--- config.mk ---
export PLATFORM = sky130hd
export DESIGN_NAME = iam_sequencer
export DESIGN_NICKNAME = d
export VERILOG_FILES = /design/src/rtl/iam_pkg.sv /design/src/rtl/iam_mm_port.sv /design/src/rtl/iam_poll_timer.sv /design/src/rtl/iam_setup_cache.sv /design/src/rtl/iam_sequencer.sv
export SDC_FILE = /design/constraint.sdc
export NUM_CORES = 1
export LEC_CHECK = 0
export BUFFER_PORTS_ARGS = -buffer_cell sky130_fd_sc_hd__buf_4
export CORE_MARGIN = 2
export CORE_UTILIZATION = 54
export CTS_CLUSTER_DIAMETER = 100
export CTS_CLUSTER_SIZE = 25
export DETAILED_ROUTE_END_ITERATION = 8
export GPL_ROUTABILITY_DRIVEN = 0
export PLACE_DENSITY = 0.84
export SLEW_MARGIN = 10
export SYNTH_ARGS = -nofsm -noshare
export SYNTH_HDL_FRONTEND = slang
export SYNTH_SLANG_ARGS = --single-unit
--- constraint.sdc ---
create_clock -name clk -period 2.4 [get_ports clk]
set_input_delay 0.48 -clock clk [delete_from_list [all_inputs] [get_ports clk]]
set_output_delay 0.48 -clock clk [all_outputs]
set_load 0.01 [all_outputs]
--- src/rtl/iam_pkg.sv ---
package iam_pkg;

    localparam int unsigned REG_W       = 16;
    localparam int unsigned OFS_CSR     = 0;
    localparam int unsigned OFS_CHAN    = 1;
    localparam int unsigned OFS_SREG    = 2;
    localparam int unsigned OFS_DATA    = 3;
    localparam int unsigned BIT_GO      = 0;
    localparam int unsigned BIT_RDNW    = 1;
    localparam int unsigned BIT_ERR_CH  = 13;
    localparam int unsigned BIT_ERR_RG  = 14;
    localparam int unsigned BIT_BUSY    = 15;
    localparam logic [3:0]  MODE_ACTIVE = 4'b1100;
    localparam logic [3:0]  MODE_IDLE   = 4'b0000;

    typedef enum logic [3:0] {
        ST_IDLE,
        ST_PRE_POLL,
        ST_SET_CHAN,
        ST_SET_SREG,
        ST_SET_DATA,
        ST_KICK,
        ST_POST_POLL,
        ST_GET_DATA,
        ST_RESP
    } seq_state_e;

    typedef struct packed {
        logic timeout;
        logic reg_err;
        logic chan_err;
    } flags_t;

    typedef struct packed {
        logic             rd;
        logic [REG_W-1:0] chan;
        logic [REG_W-1:0] sreg;
        logic [REG_W-1:0] wdata;
    } req_t;

    function automatic logic [REG_W-1:0] kick_word(input logic rd);
        logic [REG_W-1:0] w;
        w           = '0;
        w[BIT_GO]   = 1'b1;
        w[BIT_RDNW] = rd;
        return w;
    endfunction

endpackage

--- src/rtl/iam_mm_port.sv ---
module iam_mm_port #(
    parameter int unsigned ADDR_W = 16,
    parameter int unsigned DATA_W = 16
) (
    input  logic              clk,
    input  logic              rst,
    input  logic              launch,
    input  logic              launch_rd,
    input  logic [ADDR_W-1:0] launch_addr,
    input  logic [DATA_W-1:0] launch_wdata,
    output logic              done,
    output logic [ADDR_W-1:0] mm_addr,
    output logic              mm_read,
    output logic              mm_write,
    output logic [DATA_W-1:0] mm_wdata,
    input  logic              mm_waitreq
);
    logic active;
    assign active = mm_read | mm_write;
    assign done   = active & ~mm_waitreq;

    always_ff @(posedge clk) begin
        if (rst) begin
            mm_addr  <= '0;
            mm_read  <= 1'b0;
            mm_write <= 1'b0;
            mm_wdata <= '0;
        end else if (done) begin
            mm_read  <= 1'b0;
            mm_write <= 1'b0;
        end else if (launch && !active) begin
            mm_addr  <= launch_addr;
            mm_read  <= launch_rd;
            mm_write <= ~launch_rd;
            mm_wdata <= launch_wdata;
        end
    end
endmodule

--- src/rtl/iam_poll_timer.sv ---
module iam_poll_timer #(
    parameter int unsigned LIMIT = 1024
) (
    input  logic clk,
    input  logic rst,
    input  logic clr,
    input  logic step,
    output logic last
);
    localparam int unsigned CW = $clog2(LIMIT + 1);
    logic [CW-1:0] cnt;

    assign last = (cnt == CW'(LIMIT - 1));

    always_ff @(posedge clk) begin
        if (rst || clr) cnt <= '0;
        else if (step)  cnt <= cnt + 1'b1;
    end
endmodule

--- src/rtl/iam_setup_cache.sv ---
module iam_setup_cache #(
    parameter int unsigned KEY_W = 16
) (
    input  logic             clk,
    input  logic             rst,
    input  logic             upd,
    input  logic             upd_ok,
    input  logic [KEY_W-1:0] chan,
    input  logic [KEY_W-1:0] sreg,
    output logic             hit
);
    logic             valid_q;
    logic [KEY_W-1:0] chan_q;
    logic [KEY_W-1:0] sreg_q;

    assign hit = valid_q && (chan_q == chan) && (sreg_q == sreg);

    always_ff @(posedge clk) begin
        if (rst) begin
            valid_q <= 1'b0;
            chan_q  <= '0;
            sreg_q  <= '0;
        end else if (upd) begin
            valid_q <= upd_ok;
            chan_q  <= chan;
            sreg_q  <= sreg;
        end
    end
endmodule

--- src/rtl/iam_sequencer.sv ---
module iam_sequencer
    import iam_pkg::*;
#(
    parameter int unsigned ADDR_W     = 16,
    parameter int unsigned POLL_LIMIT = 1024
) (
    input  logic              clk,
    input  logic              rst,
    input  logic              req_valid,
    input  logic              req_rd,
    input  logic [REG_W-1:0]  req_chan,
    input  logic [REG_W-1:0]  req_sreg,
    input  logic [REG_W-1:0]  req_wdata,
    output logic              req_ack,
    output logic [REG_W-1:0]  ack_rdata,
    output logic [2:0]        ack_flags,
    output logic              ack_err,
    output logic [3:0]        mode_sel,
    output logic [ADDR_W-1:0] mm_addr,
    output logic              mm_read,
    output logic              mm_write,
    output logic [REG_W-1:0]  mm_wdata,
    input  logic [REG_W-1:0]  mm_rdata,
    input  logic              mm_waitreq
);
    seq_state_e        state;
    req_t              req_q;
    flags_t            flags_q;
    logic [REG_W-1:0]  rdata_q;
    logic              launched;

    logic              launch, l_rd, op_done;
    logic [ADDR_W-1:0] l_addr;
    logic [REG_W-1:0]  l_wdata;
    logic              in_poll, busy_seen, poll_step, poll_clr, poll_last;
    logic              hit;

    iam_mm_port #(.ADDR_W(ADDR_W), .DATA_W(REG_W)) u_port (
        .clk(clk), .rst(rst),
        .launch(launch), .launch_rd(l_rd), .launch_addr(l_addr), .launch_wdata(l_wdata),
        .done(op_done),
        .mm_addr(mm_addr), .mm_read(mm_read), .mm_write(mm_write), .mm_wdata(mm_wdata),
        .mm_waitreq(mm_waitreq)
    );

    assign in_poll   = (state == ST_PRE_POLL) || (state == ST_POST_POLL);
    assign busy_seen = mm_rdata[BIT_BUSY];
    assign poll_step = in_poll && op_done && busy_seen;
    assign poll_clr  = (state == ST_IDLE) || (state == ST_KICK);

    iam_poll_timer #(.LIMIT(POLL_LIMIT)) u_timer (
        .clk(clk), .rst(rst), .clr(poll_clr), .step(poll_step), .last(poll_last)
    );

    iam_setup_cache #(.KEY_W(REG_W)) u_cache (
        .clk(clk), .rst(rst),
        .upd(state == ST_RESP), .upd_ok(flags_q == '0),
        .chan(req_q.chan), .sreg(req_q.sreg), .hit(hit)
    );

    // transaction selection per state
    always_comb begin
        launch  = 1'b0;
        l_rd    = 1'b0;
        l_addr  = '0;
        l_wdata = '0;
        unique case (state)
            ST_PRE_POLL, ST_POST_POLL: begin
                launch = ~launched; l_rd = 1'b1; l_addr = ADDR_W'(OFS_CSR);
            end
            ST_SET_CHAN: begin
                launch = ~launched; l_addr = ADDR_W'(OFS_CHAN); l_wdata = req_q.chan;
            end
            ST_SET_SREG: begin
                launch = ~launched; l_addr = ADDR_W'(OFS_SREG); l_wdata = req_q.sreg;
            end
            ST_SET_DATA: begin
                launch = ~launched; l_addr = ADDR_W'(OFS_DATA); l_wdata = req_q.wdata;
            end
            ST_KICK: begin
                launch = ~launched; l_addr = ADDR_W'(OFS_CSR); l_wdata = kick_word(req_q.rd);
            end
            ST_GET_DATA: begin
                launch = ~launched; l_rd = 1'b1; l_addr = ADDR_W'(OFS_DATA);
            end
            default: ;
        endcase
    end

    always_ff @(posedge clk) begin
        if (rst) begin
            state    <= ST_IDLE;
            req_q    <= '0;
            flags_q  <= '0;
            rdata_q  <= '0;
            launched <= 1'b0;
        end else begin
            if (launch)       launched <= 1'b1;
            else if (op_done) launched <= 1'b0;

            unique case (state)
                ST_IDLE: if (req_valid) begin
                    req_q   <= '{rd: req_rd, chan: req_chan, sreg: req_sreg, wdata: req_wdata};
                    flags_q <= '0;
                    rdata_q <= '0;
                    state   <= ST_PRE_POLL;
                end
                ST_PRE_POLL: if (op_done) begin
                    if (busy_seen) begin
                        if (poll_last) begin
                            flags_q.timeout <= 1'b1;
                            state           <= ST_RESP;
                        end
                    end else if (!hit) begin
                        state <= ST_SET_CHAN;
                    end else begin
                        state <= req_q.rd ? ST_KICK : ST_SET_DATA;
                    end
                end
                ST_SET_CHAN: if (op_done) state <= ST_SET_SREG;
                ST_SET_SREG: if (op_done) state <= req_q.rd ? ST_KICK : ST_SET_DATA;
                ST_SET_DATA: if (op_done) state <= ST_KICK;
                ST_KICK:     if (op_done) state <= ST_POST_POLL;
                ST_POST_POLL: if (op_done) begin
                    if (busy_seen) begin
                        if (poll_last) begin
                            flags_q.timeout <= 1'b1;
                            state           <= ST_RESP;
                        end
                    end else begin
                        flags_q.chan_err <= mm_rdata[BIT_ERR_CH];
                        flags_q.reg_err  <= mm_rdata[BIT_ERR_RG];
                        if (req_q.rd && !mm_rdata[BIT_ERR_CH] && !mm_rdata[BIT_ERR_RG])
                            state <= ST_GET_DATA;
                        else
                            state <= ST_RESP;
                    end
                end
                ST_GET_DATA: if (op_done) begin
                    rdata_q <= mm_rdata;
                    state   <= ST_RESP;
                end
                ST_RESP: state <= ST_IDLE;
                default: state <= ST_IDLE;
            endcase
        end
    end

    assign req_ack   = (state == ST_RESP);
    assign ack_rdata = rdata_q;
    assign ack_flags = flags_q;
    assign ack_err   = |flags_q;
    assign mode_sel  = (state == ST_IDLE) ? MODE_IDLE : MODE_ACTIVE;

endmodule

# Word-level counts from Yosys, hierarchy flattened
# Index checks and enable logic that the tools add are counted.
[totals]
output_inout_bits = 59
reg_bits = 151
elab_cells = 108
rom_bits = 0
ram_bits = 0
mem_count = 0
latchBits = 0
inputBits = 69
[classes]
div_mod_pow = 0
n_eq_ne = 20
add_sub_neg = 1
shifts = 0
mul = 0
n_lt_le_gt_ge = 0
bitwise_logic = 6
n_reduce_logical = 30
mux = 33
[op_table]
columns = ["op", "n"]
rows = [
  ["case mux 16 bit (4 select lines)", 1],
  ["two-way mux 4 bit", 13],
  ["== test 16 bit", 2],
  ["two-way mux 16 bit", 2],
  ["case mux 16 bit (2 select lines)", 1],
  ["case mux 4 bit (8 select lines)", 1],
  ["!= test 2 bit (second input constant)", 9],
  ["== test 4 x 3 -> 1 bit (second input constant)", 4],
  ["adder 11 x 1 -> 11 bit (second input constant)", 1],
  ["== test 11 x 10 -> 1 bit (second input constant)", 1],
  ["two-way mux 3 bit", 3],
  ["== test 4 x 2 -> 1 bit (second input constant)", 2],
  ["two-way mux 1 bit", 8],
  ["AND reduction 4 bit", 2],
  ["AND reduction 8 bit", 1],
  ["logical AND 1 bit", 7],
  ["OR reduction 7 bit", 1],
  ["case mux 2 bit (3 select lines)", 1],
  ["nonzero test 2 bit", 3],
  ["OR reduction 3 bit", 2],
  ["== test 4 x 1 -> 1 bit (second input constant)", 1],
  ["== test 4 bit (second input constant)", 1],
  ["zero test 4 bit", 1],
  ["NOT 1 bit", 4],
  ["12 further kinds", 18],
]

# Depth between registers and ports, before layout
# Gate-level depths: netlist (run 1).
[depth]
word_depth = 7
ltp_mapped = 8
depth_no_buf = 7

# By module
# From an unflattened synthesis (run 1), not the netlist that was laid out.
[unflattened]
hier_cells = 793
area_unflattened_um2 = 6755.2
[modules_own_cells]
columns = ["module", "area_each_um2", "seq_area_each_um2", "cells_each", "n_inst"]
rows = [
  ["iam_sequencer", 3209.3, 1461.4, 434, 1],
  ["iam_mm_port", 1529.0, 680.7, 150, 1],
  ["iam_setup_cache", 1512.7, 660.6, 151, 1],
  ["iam_poll_timer", 504.2, 220.2, 58, 1],
]

# Worst setup path after synthesis (run 1)
# Ideal clock, no wire load.
[synth_path]
kind = "register to register"
from = "reg state[2]"
to = "reg u_timer.cnt[7]"
n_path_buf = 1
required_ps = 2329
stages_incl_launch_ff = 7
synth_period_minus_slack_ps = 2032
setup_ps = 71
path_slack_ps = 368
arrival_ps = 1962
path_cell_list = "dfxtp_1 > clkbuf_2 > or3b_4 > a2111oi_4 > nand4_1 > or3_1 > a21oi_1"
[synth_between]
elab_chain_cells = 4
elab_cells_between_ends = 9
classes_between = "eq/ne (3); reduce/logical (6)"
[synth_lines]
columns = ["item", "line", "rtl"]
rows = [
  ["from (decl)", "iam_sequencer.sv:26", "seq_state_e state;"],
  ["from (signal assigned)", "iam_sequencer.sv:117", "state <= req_q.rd ? ST_KICK : ST_SET_DATA;"],
  ["from (signal assigned)", "iam_sequencer.sv:121", "ST_SET_SREG: if (op_done) state <= req_q.rd ? ST_KICK : ST_SET_DATA;"],
  ["== test 4 x 1 -> 1 bit or == test 4 x 3 -> 1 bit (tied branches)", "iam_sequencer.sv:46", "assign in_poll = (state == ST_PRE_POLL) || (state == ST_POST_POLL);"],
  ["logical OR 1 bit", "iam_sequencer.sv:46", ""],
  ["logical AND 1 bit (2 in series)", "iam_sequencer.sv:48", "assign poll_step = in_poll && op_done && busy_seen;"],
  ["to (signal assigned)", "iam_poll_timer.sv:17", "else if (step) cnt <= cnt + 1'b1;"],
  ["to (decl)", "iam_poll_timer.sv:11", "logic [CW-1:0] cnt;"],
]
# Parallel ways exist; a longest one is shown, timed or not.
# A chain may end at the register's enable or synchronous reset.

# Final worst setup path (run 1)
[layout_path]
from = "reg state[2]"
to = "out req_ack"
[layout_between]
elab_chain_cells = 1
[layout_lines]
columns = ["item", "line", "rtl"]
rows = [
  ["== test 4 bit", "iam_sequencer.sv:149", "assign req_ack = (state == ST_RESP);"],
  ["to (decl)", "iam_sequencer.sv:14", "output logic req_ack,"],
]
# No other way between the ends.

==> impl_metrics.json, run 1 <==
{
  "path_max_fanout": 17,
  "critPathCaptureType": "primary output",
  "setup_tns_ns": 0,
  "initial_core_util": 0.5485,
  "ys_warn_count": 0,
  "cts_buffers": 17,
  "clockBufferDepth": 2,
  "ys_seq_area_frac": 0.4674,
  "pin_count": 128,
  "synth_area_um2": 5868,
  "worstMarginPinSlew_ns": 0.7214,
  "period_minus_slack_ns": 2.324,
  "drc": 0,
  "rows": 38,
  "dr.pass1.iters": 5,
  "critPathRequiredTime_ns": 1.92,
  "htree_num_levels": 4,
  "async_reset_ff_frac": 0,
  "ir_drop_mv": 0.4353,
  "status": "finished, final reports clean",
  "avgRoutedWirePerCell_um": 15.95,
  "portBuffers": 111,
  "p_leak_nw": 2.868,
  "final-hold-violation-count": 0,
  "num-fill-cells": 804,
  "cts_root_buf": "clkbuf_8",
  "synth_seq_cells": 137,
  "die_y_um": 108.2,
  "cts_tree": "yes",
  "setup_viol": 0,
  "core-area_um2": 10700,
  "grt_pass1_wl_um": 25390,
  "p_int_mw": 4.734,
  "clock_sinks": 137,
  "worstSkewPairLatency_ns": 0.53,
  "period_share": 0.9685,
  "grt_pass1_vias": 5401,
  "start_kind": "flop",
  "power_density_nw_per_um2": 836.2,
  "grtUsageTotal": 0.2764,
  "drv_cap": 0,
  "crit_type": "flop to primary output",
  "drt_iter0_drc": 508,
  "routed_wl_um": 15890,
  "holdBufCountCts": 0,
  "dp_hpwl_um": 10790,
  "antenna_found_initial": 0,
  "synth_cells": 749,
  "vias": 5696,
  "synth-main-ff-cell": "dfxtp_1",
  "p_switching_mw": 1.495,
  "critPathArrivalTime_ns": 1.84,
  "avgViaCountPerCell": 5.719,
  "power_frac_seq": 0.404,
  "finalClockSkew_ns": 0.004431,
  "die_area_um2": 11720,
  "slew_viol_final": 0,
  "p_sw_frac": 0.2400,
  "comb_power_share": 0.116,
  "layout-drive-gt1-share": 0.1963,
  "final_nets": 914,
  "synth.avg_cell_area_um2": 7.835,
  "grt_overflow": 0,
  "grt_max_degree": 123,
  "yosysUniqueCellTypes": 46,
  "path_clk_slew_ns": 0.06,
  "postPlaceCellArea_um2": 6755,
  "relSlewSlack": 0.5181,
  "synth_edf_count": 0,
  "clkPwrFrac": 0.481,
  "detail-route-antenna-nets": 0,
  "syn2layout_area_growth_pct": 26.95,
  "reg2reg_slack_ns": 0.09,
  "regArea_um2": 2743,
  "final_area_um2": 7450,
  "max_freq_ghz": 0.4302,
  "hp-class": "primary input to flop",
  "fp.dieW_um": 108.2,
  "n_antenna_cell": 0,
  "rsz0062_at_grt": "yes",
  "multi_input_area_um2": 2836
}
## worst max-delay path, stage by stage (launching register included)
cell     delay [ns]
dfxtp_1        0.51
nor3_4         0.36
nand2_1        0.13
inv_1          0.17
buf_4          0.15
## synth_stat cells (2+ instances only)
master | n | share of area
nand2_1 | 203 | 0.13
dfxtp_1 | 137 | 0.47
a21oi_1 | 115 | 0.098
nor2_1 | 46 | 0.029
clkbuf_1 | 38 | 0.024
xnor2_1 | 21 | 0.031
nand3_1 | 20 | 0.017
a211oi_1 | 18 | 0.023
buf_4 | 18 | 0.023
a222oi_1 | 15 | 0.026
inv_1 | 14 | 0.0090
xor2_1 | 13 | 0.019
nor3_1 | 11 | 0.0094
o21ai_0 | 10 | 0.0085
nand4_1 | 9 | 0.0096
nor4_1 | 6 | 0.0064
buf_2 | 5 | 0.0043
or3_1 | 5 | 0.0053
and2_1 | 4 | 0.0043
buf_1 | 4 | 0.0026
nor2b_1 | 3 | 0.0032
o22ai_1 | 3 | 0.0032
o32ai_1 | 3 | 0.0045
and3_1 | 2 | 0.0021
mux2i_1 | 2 | 0.0034
nand2b_1 | 2 | 0.0021
o21bai_1 | 2 | 0.0026
o31ai_1 | 2 | 0.0026
## worst paths after layout
check,start,endpoint,cells after the start
max reg2reg,state[2],u_timer.cnt[7],5
min,rst,launched,2
min reg2reg,ack_rdata[9],ack_rdata[9],2
max,state[2],req_ack,4
## cell type report
class                      instances  area share
tap                              140     0.02351
inverter                          14    0.007054
timing repair buffer             127      0.1297
clock inverter                    13     0.03342
clock buffer                      18     0.05744
sequential                       137      0.3682
multi-input combinational        547      0.3808
## cells in the final DEF (no fill, tap or decap), types with 5 or more instances in the layout
cell type    n
nand2_1    203
dfxtp_1    137
buf_4      126
a21oi_1    114
nor2_1      45
xnor2_1     21
nand3_1     20
a211oi_1    18
conb_1      16
clkbuf_16   16
a222oi_1    15
inv_1       14
xor2_1      13
nor3_1      10
o21ai_0     10
nand4_1      9
bufinv_16    7
nor4_1       5
or3_1        5
## kinds of logic after synthesis
logic type	Yosys count	synth area share
AOI/OAI and AO/OA	177	0.1838
other	1	0.0006390
and+or+nand+nor	317	0.2279
muxes	2	0.003412
adders and majority gates	1	0.002132
xor gates and xnor gates	34	0.05075
DFF	137	0.4674
buffers and inverters	80	0.06396
## power by group through the flow
stage	Combinational, mW	Clock [mW]	Sequential (mW)
6_report	0.722	2.99	2.51
5_1_grt	0.803	3.11	2.53
4_1_cts	0.721	3.00	2.51
3_5_place_dp	0.714	0	2.56
3_3_place_gp	0.695	0	2.55
2_1_floorplan	0.439	0	2.54
## metrics by stage
| step | power (mW) | cells | util | setup WS (ns) | hold slack [ns] |
|---|---|---|---|---|---|
| floorplan | 2.984 | 764 | - | 0.3678 | 0.4357 |
| CTS | 6.235 | 996 | 0.6956 | 0.007059 | 0.1406 |
| global route | 6.439 | 996 | 0.6964 | -0.02018 | 0.1391 |
| detailed placement | 3.273 | 965 | 0.6315 | 0.02087 | 0.4486 |
| global placement | 3.244 | 965 | 0.6315 | 0.1713 | 0.4432 |
| finish | 6.229 | 996 | 0.6964 | 0.07563 | 0.1581 |
## sequential cells by signal, summed over array words and instances, names as in the netlist
register,flops
u_cache.chan_q,16
ack_flags,3
u_port.mm_write,1
req_q,49
u_cache.sreg_q,16
launched,1
u_timer.cnt,11
u_port.mm_addr,2
ack_rdata,16
u_cache.valid_q,1
u_port.mm_wdata,16
u_port.mm_read,1
state,4
## repair_timing
action                                  in CTS  in global routing
resized for setup                            2                  2
setup buffers                                0                  0
endpoints found under the setup margin       2                 16
## metal layers
layer | track usage | vias up | part of all wire
met5 | 0 | - | 0
li1 | - | 2717 | -
met3 | 0.06872 | 44 | 0.087
met4 | 0.1071 | 0 | 0.024
met1 | 0.3518 | 2660 | 0.40
met2 | 0.4528 | 275 | 0.49
Power figures use the tool's default switching activity.
==> inputs of run 2 (changes only) <==
CORE_UTILIZATION = 48   (was 54)
PLACE_DENSITY = 0.77   (was 0.84)
==> run 2 against run 1 <==
Against the previous run: via count is 3.1% lower; final cell count increased by 1.4%; power rose by 1.1%; critical endpoint unchanged; highest routed layer unchanged.
==> impl_metrics.json, run 2 (synthesis gave the netlist of run 1 again) <==
{
  "final_cell_mix": "nand2_1 (203), dfxtp_1 (137), buf_4 (131)",
  "holdBufCountCts": 0,
  "p_leak_nw": 2.907,
  "drc": 0,
  "p_sw_frac": 0.2377,
  "final_area_um2": 7512,
  "vias": 5519,
  "final_nets": 920,
  "drv_cap": 0,
  "critPathCaptureType": "primary output",
  "syn2layout_area_growth_pct": 28.02,
  "clockBufferDepth": 2,
  "initial_core_util": 0.4906,
  "holdPathEnd": "req_q[9]",
  "cts_buffers": 17,
  "detail-route-antenna-nets": 0,
  "setup_tns_ns": 0,
  "fin_util": 0.6280,
  "start_kind": "flop",
  "critPathArrivalTime_ns": 1.77,
  "finalClockSkew_ns": 0.005760,
  "hp-class": "primary input to flop",
  "avgRoutedWirePerCell_um": 15.39,
  "avgViaCountPerCell": 5.464,
  "period_minus_slack_ns": 2.249,
  "final_common_cell": "nand2_1",
  "holdWs_ns": 0.3010,
  "rows": 40,
  "largest_reg_flops": 49,
  "path_clk_slew_ns": 0.06,
  "antenna_found_initial": 0,
  "fp.dieW_um": 114.6,
  "path_max_fanout": 9,
  "pin_count": 128,
  "reg2reg_slack_ns": 0.29,
  "cts_root_buf": "clkbuf_16",
  "portBuffers": 111,
  "timing.rr.start": "state[2]",
  "clock_sinks": 137,
  "ir_drop_mv": 0.5898,
  "worstMarginPinSlew_ns": 0.5396,
  "n_antenna_cell": 0,
  "dp_hpwl_um": 10340,
  "relSlewSlack": 0.6403,
  "final-hold-violation-count": 0,
  "core-area_um2": 11960,
  "cts_setup_buffers": 0,
  "dr.pass1.iters": 5,
  "cts_resized": 0,
  "setup_viol": 0,
  "power_density_nw_per_um2": 838.2,
  "clkPwrFrac": 0.484,
  "die_area_um2": 13130,
  "grtUsageTotal": 0.2415,
  "power_frac_seq": 0.398,
  "power.total_mw": 6.297,
  "cts_tree": "yes",
  "slew_viol_final": 0,
  "crit_type": "flop to primary output",
  "worst_r2r_endpoint": "u_timer.cnt[7]",
  "grt_max_degree": 105,
  "layout-drive-gt1-share": 0.2005,
  "worstSkewPairLatency_ns": 0.42,
  "period_share": 0.9369,
  "cp-startpoint": "state[2]",
  "comb_power_share": 0.119,
  "r2r_cells": 5,
  "min-delay-start": "req_wdata[9]",
  "htree_num_levels": 4,
  "stdcell_count": 1010,
  "die_y_um": 114.6,
  "grt_pass1_vias": 5072,
  "dpl_worst_slack_ns": 0.3857,
  "holdPathStages": 3,
  "grt_overflow": 0,
  "grt_pass1_wl_um": 25100,
  "postPlaceCellArea_um2": 6823,
  "critPathRequiredTime_ns": 1.92,
  "routed_wl_um": 15540,
  "dp.cells": 978,
  "rsz0062_at_grt": "no",
  "max_freq_ghz": 0.4447,
  "drt_iter0_drc": 614,
  "status": "finished, final reports clean",
  "p_switching_mw": 1.497,
  "regMostFlops": "req_q",
  "p_int_mw": 4.800,
  "finalWorstSetupSlack_ns": 0.1514
}
[run 2: area by class of cell]
class | count | area [um2]
Multi-Input combinational cell | 547 | 2820
Clock inverter | 14 | 250.2
Timing Repair Buffer | 133 | 1023
Fill cell | 1053 | 4449
Clock buffer | 18 | 439.2
Tap cell | 147 | 183.9
Sequential cell | 137 | 2743
Inverter | 14 | 52.55
[run 2: worst max path at each step]
stage	to	slack, ns	cells after the start
global route	req_ack	0.06	6
global placement	u_timer.cnt[7]	0.44	6
floorplan	u_timer.cnt[7]	0.37	6
detailed placement	u_timer.cnt[7]	0.39	6
CTS	req_ack	0.15	6
finish	req_ack	0.15	6
[run 2: power groups by stage]
stage	Clock (mW)	Sequential, mW	Combinational [mW]
global placement	0	2.55	0.740
detailed placement	0	2.55	0.746
floorplan	0	2.54	0.439
CTS	3.08	2.50	0.750
global route	3.17	2.52	0.832
finish	3.05	2.50	0.747
[run 2: critical path, stage by stage, from the launching register on]
cell,delay [ns]
dfxtp_1,0.39
buf_4,0.21
nor3_1,0.19
buf_4,0.17
nand2_1,0.10
inv_1,0.16
buf_4,0.14
[run 2: layer usage]
layer | global-route usage | up-vias | part of all wire
li1 | - | 2722 | -
met1 | 0.3409 | 2537 | 0.45
met2 | 0.3653 | 238 | 0.45
met3 | 0.05664 | 22 | 0.085
met4 | 0.07724 | 0 | 0.016
met5 | 0 | - | 0
==> inputs of run 3 (changes only) <==
CTS_CLUSTER_DIAMETER = 150   (was 100)
SKIP_CTS_REPAIR_TIMING = 1   (was not set)
clock period = 2.8 ns   (was 2.4 ns; I/O delays follow)
==> run 3 against run 2 <==
Against the previous run: critical path depth decreased by 2; final cell count down 0.79%; clock power down 28%; clock skew up 0.0012 ns; critical path type unchanged; largest power group unchanged.
==> impl_metrics.json, run 3 (synthesis gave the netlist of run 1 again) <==
{
  "vias": 5502,
  "n_antenna_cell": 0,
  "dp_hpwl_um": 10300,
  "rows": 40,
  "pin_count": 128,
  "fp.dieW_um": 114.6,
  "setup_viol": 0,
  "num-fill-cells": 1081,
  "portBuffers": 111,
  "drt_iter0_drc": 592,
  "cts_tree": "yes",
  "grt_max_degree": 60,
  "path_clk_slew_ns": 0.06,
  "die_y_um": 114.6,
  "status": "finished, final reports clean",
  "relSlewSlack": 0.5177,
  "p_leak_nw": 2.805,
  "clock_sinks": 137,
  "max_freq_ghz": 0.3904,
  "antenna_found_initial": 0,
  "setup_tns_ns": 0,
  "cts_buffers": 17,
  "final-hold-violation-count": 0,
  "avgRoutedWirePerCell_um": 15.11,
  "drv_cap": 0,
  "die_area_um2": 13130,
  "highest_layer": "met4",
  "largest_reg_flops": 49,
  "htree_num_levels": 4,
  "dr.pass1.iters": 6,
  "grt_pass1_wl_um": 24030,
  "initial_core_util": 0.4906,
  "core-area_um2": 11960,
  "hp-class": "primary input to flop",
  "clockBufferDepth": 2,
  "ir_drop_mv": 0.3042,
  "rsz0062_at_grt": "no",
  "period_share": 0.9148,
  "final_nets": 912,
  "grt_pass1_vias": 4792,
  "met3WireLength_um": 1184,
  "critPathArrivalTime_ns": 2.00,
  "final_cell_mix": "nand2_1 (203), dfxtp_1 (137), buf_4 (125)",
  "grtUsageTotal": 0.2322,
  "final_common_cell": "nand2_1",
  "layout-drive-gt1-share": 0.1930,
  "grt_overflow": 0,
  "routed_wl_um": 15140,
  "start_kind": "flop",
  "critPathCaptureType": "primary output",
  "power.total_mw": 4.969,
  "slew_viol_final": 0,
  "finalClockSkew_ns": 0.006940,
  "critPathRequiredTime_ns": 2.24,
  "drc": 0,
  "regMostFlops": "req_q",
  "cts_root_buf": "clkbuf_16",
  "wl_met1_um": 6888,
  "crit_type": "flop to primary output",
  "syn2layout_area_growth_pct": 24.86,
  "route.met2.wl_um": 6808,
  "worstMarginPinSlew_ns": 0.7219,
  "detail-route-antenna-nets": 0,
  "period_minus_slack_ns": 2.561,
  "path_max_fanout": 17,
  "worstSkewPairLatency_ns": 0.42,
  "power_density_nw_per_um2": 678.2,
  "avgViaCountPerCell": 5.491
}
-- run 3: path summary, 6_finish.rpt --
path / start / end / slack (ns) / depth (start not counted)
max: state[2] / req_ack / 0.24 / 4
min: req_sreg[11] / req_q[27] / 0.39 / 3
max reg2reg: state[2] / u_timer.cnt[7] / 0.49 / 5
min reg2reg: ack_rdata[13] / ack_rdata[13] / 0.45 / 2
-- run 3: layout make-up --
type	instances	area (um2)	area share
multi-input cells	547	2820	0.3849
flip-flops and latches	137	2743	0.3743
well taps	147	183.9	0.02510
clock buffers	18	439.2	0.05994
inverters	14	52.55	0.007172
repair buffers	125	938.4	0.1281
clock inverters	14	150.1	0.02049
-- run 3: through the flow --
stage	instance area (um2)	hold WS, ns	setup slack [ns]	utilization	instances
after floorplan	5924	0.4357	0.7282	-	764
after global placement	6738	0.4392	0.4154	0.5633	970
after detailed placement	6738	0.4447	0.3965	0.5633	970
after CTS	7327	0.3768	0.2626	0.6126	1002
after global routing	7327	0.3859	0.08180	0.6126	1002
final	7327	0.3873	0.2385	0.6126	1002
-- run 3: critical path, cell delays in order (launching register included) --
cell,delay [ns]
dfxtp_1,0.48
nor3_1,0.61
nand2_1,0.19
inv_1,0.16
buf_4,0.14
-- run 3: layer usage --
layer	global-route usage	up-vias
met5	0	-
met4	0.08211	0
met3	0.05506	24
met2	0.3452	217
met1	0.3295	2544
li1	-	2717
-- run 3: power breakdown --
group / internal, mW / switching (mW) / total [mW]
combinational: 0.269 / 0.347 / 0.616
sequential: 2.05 / 0.0939 / 2.15
clock: 1.34 / 0.868 / 2.20
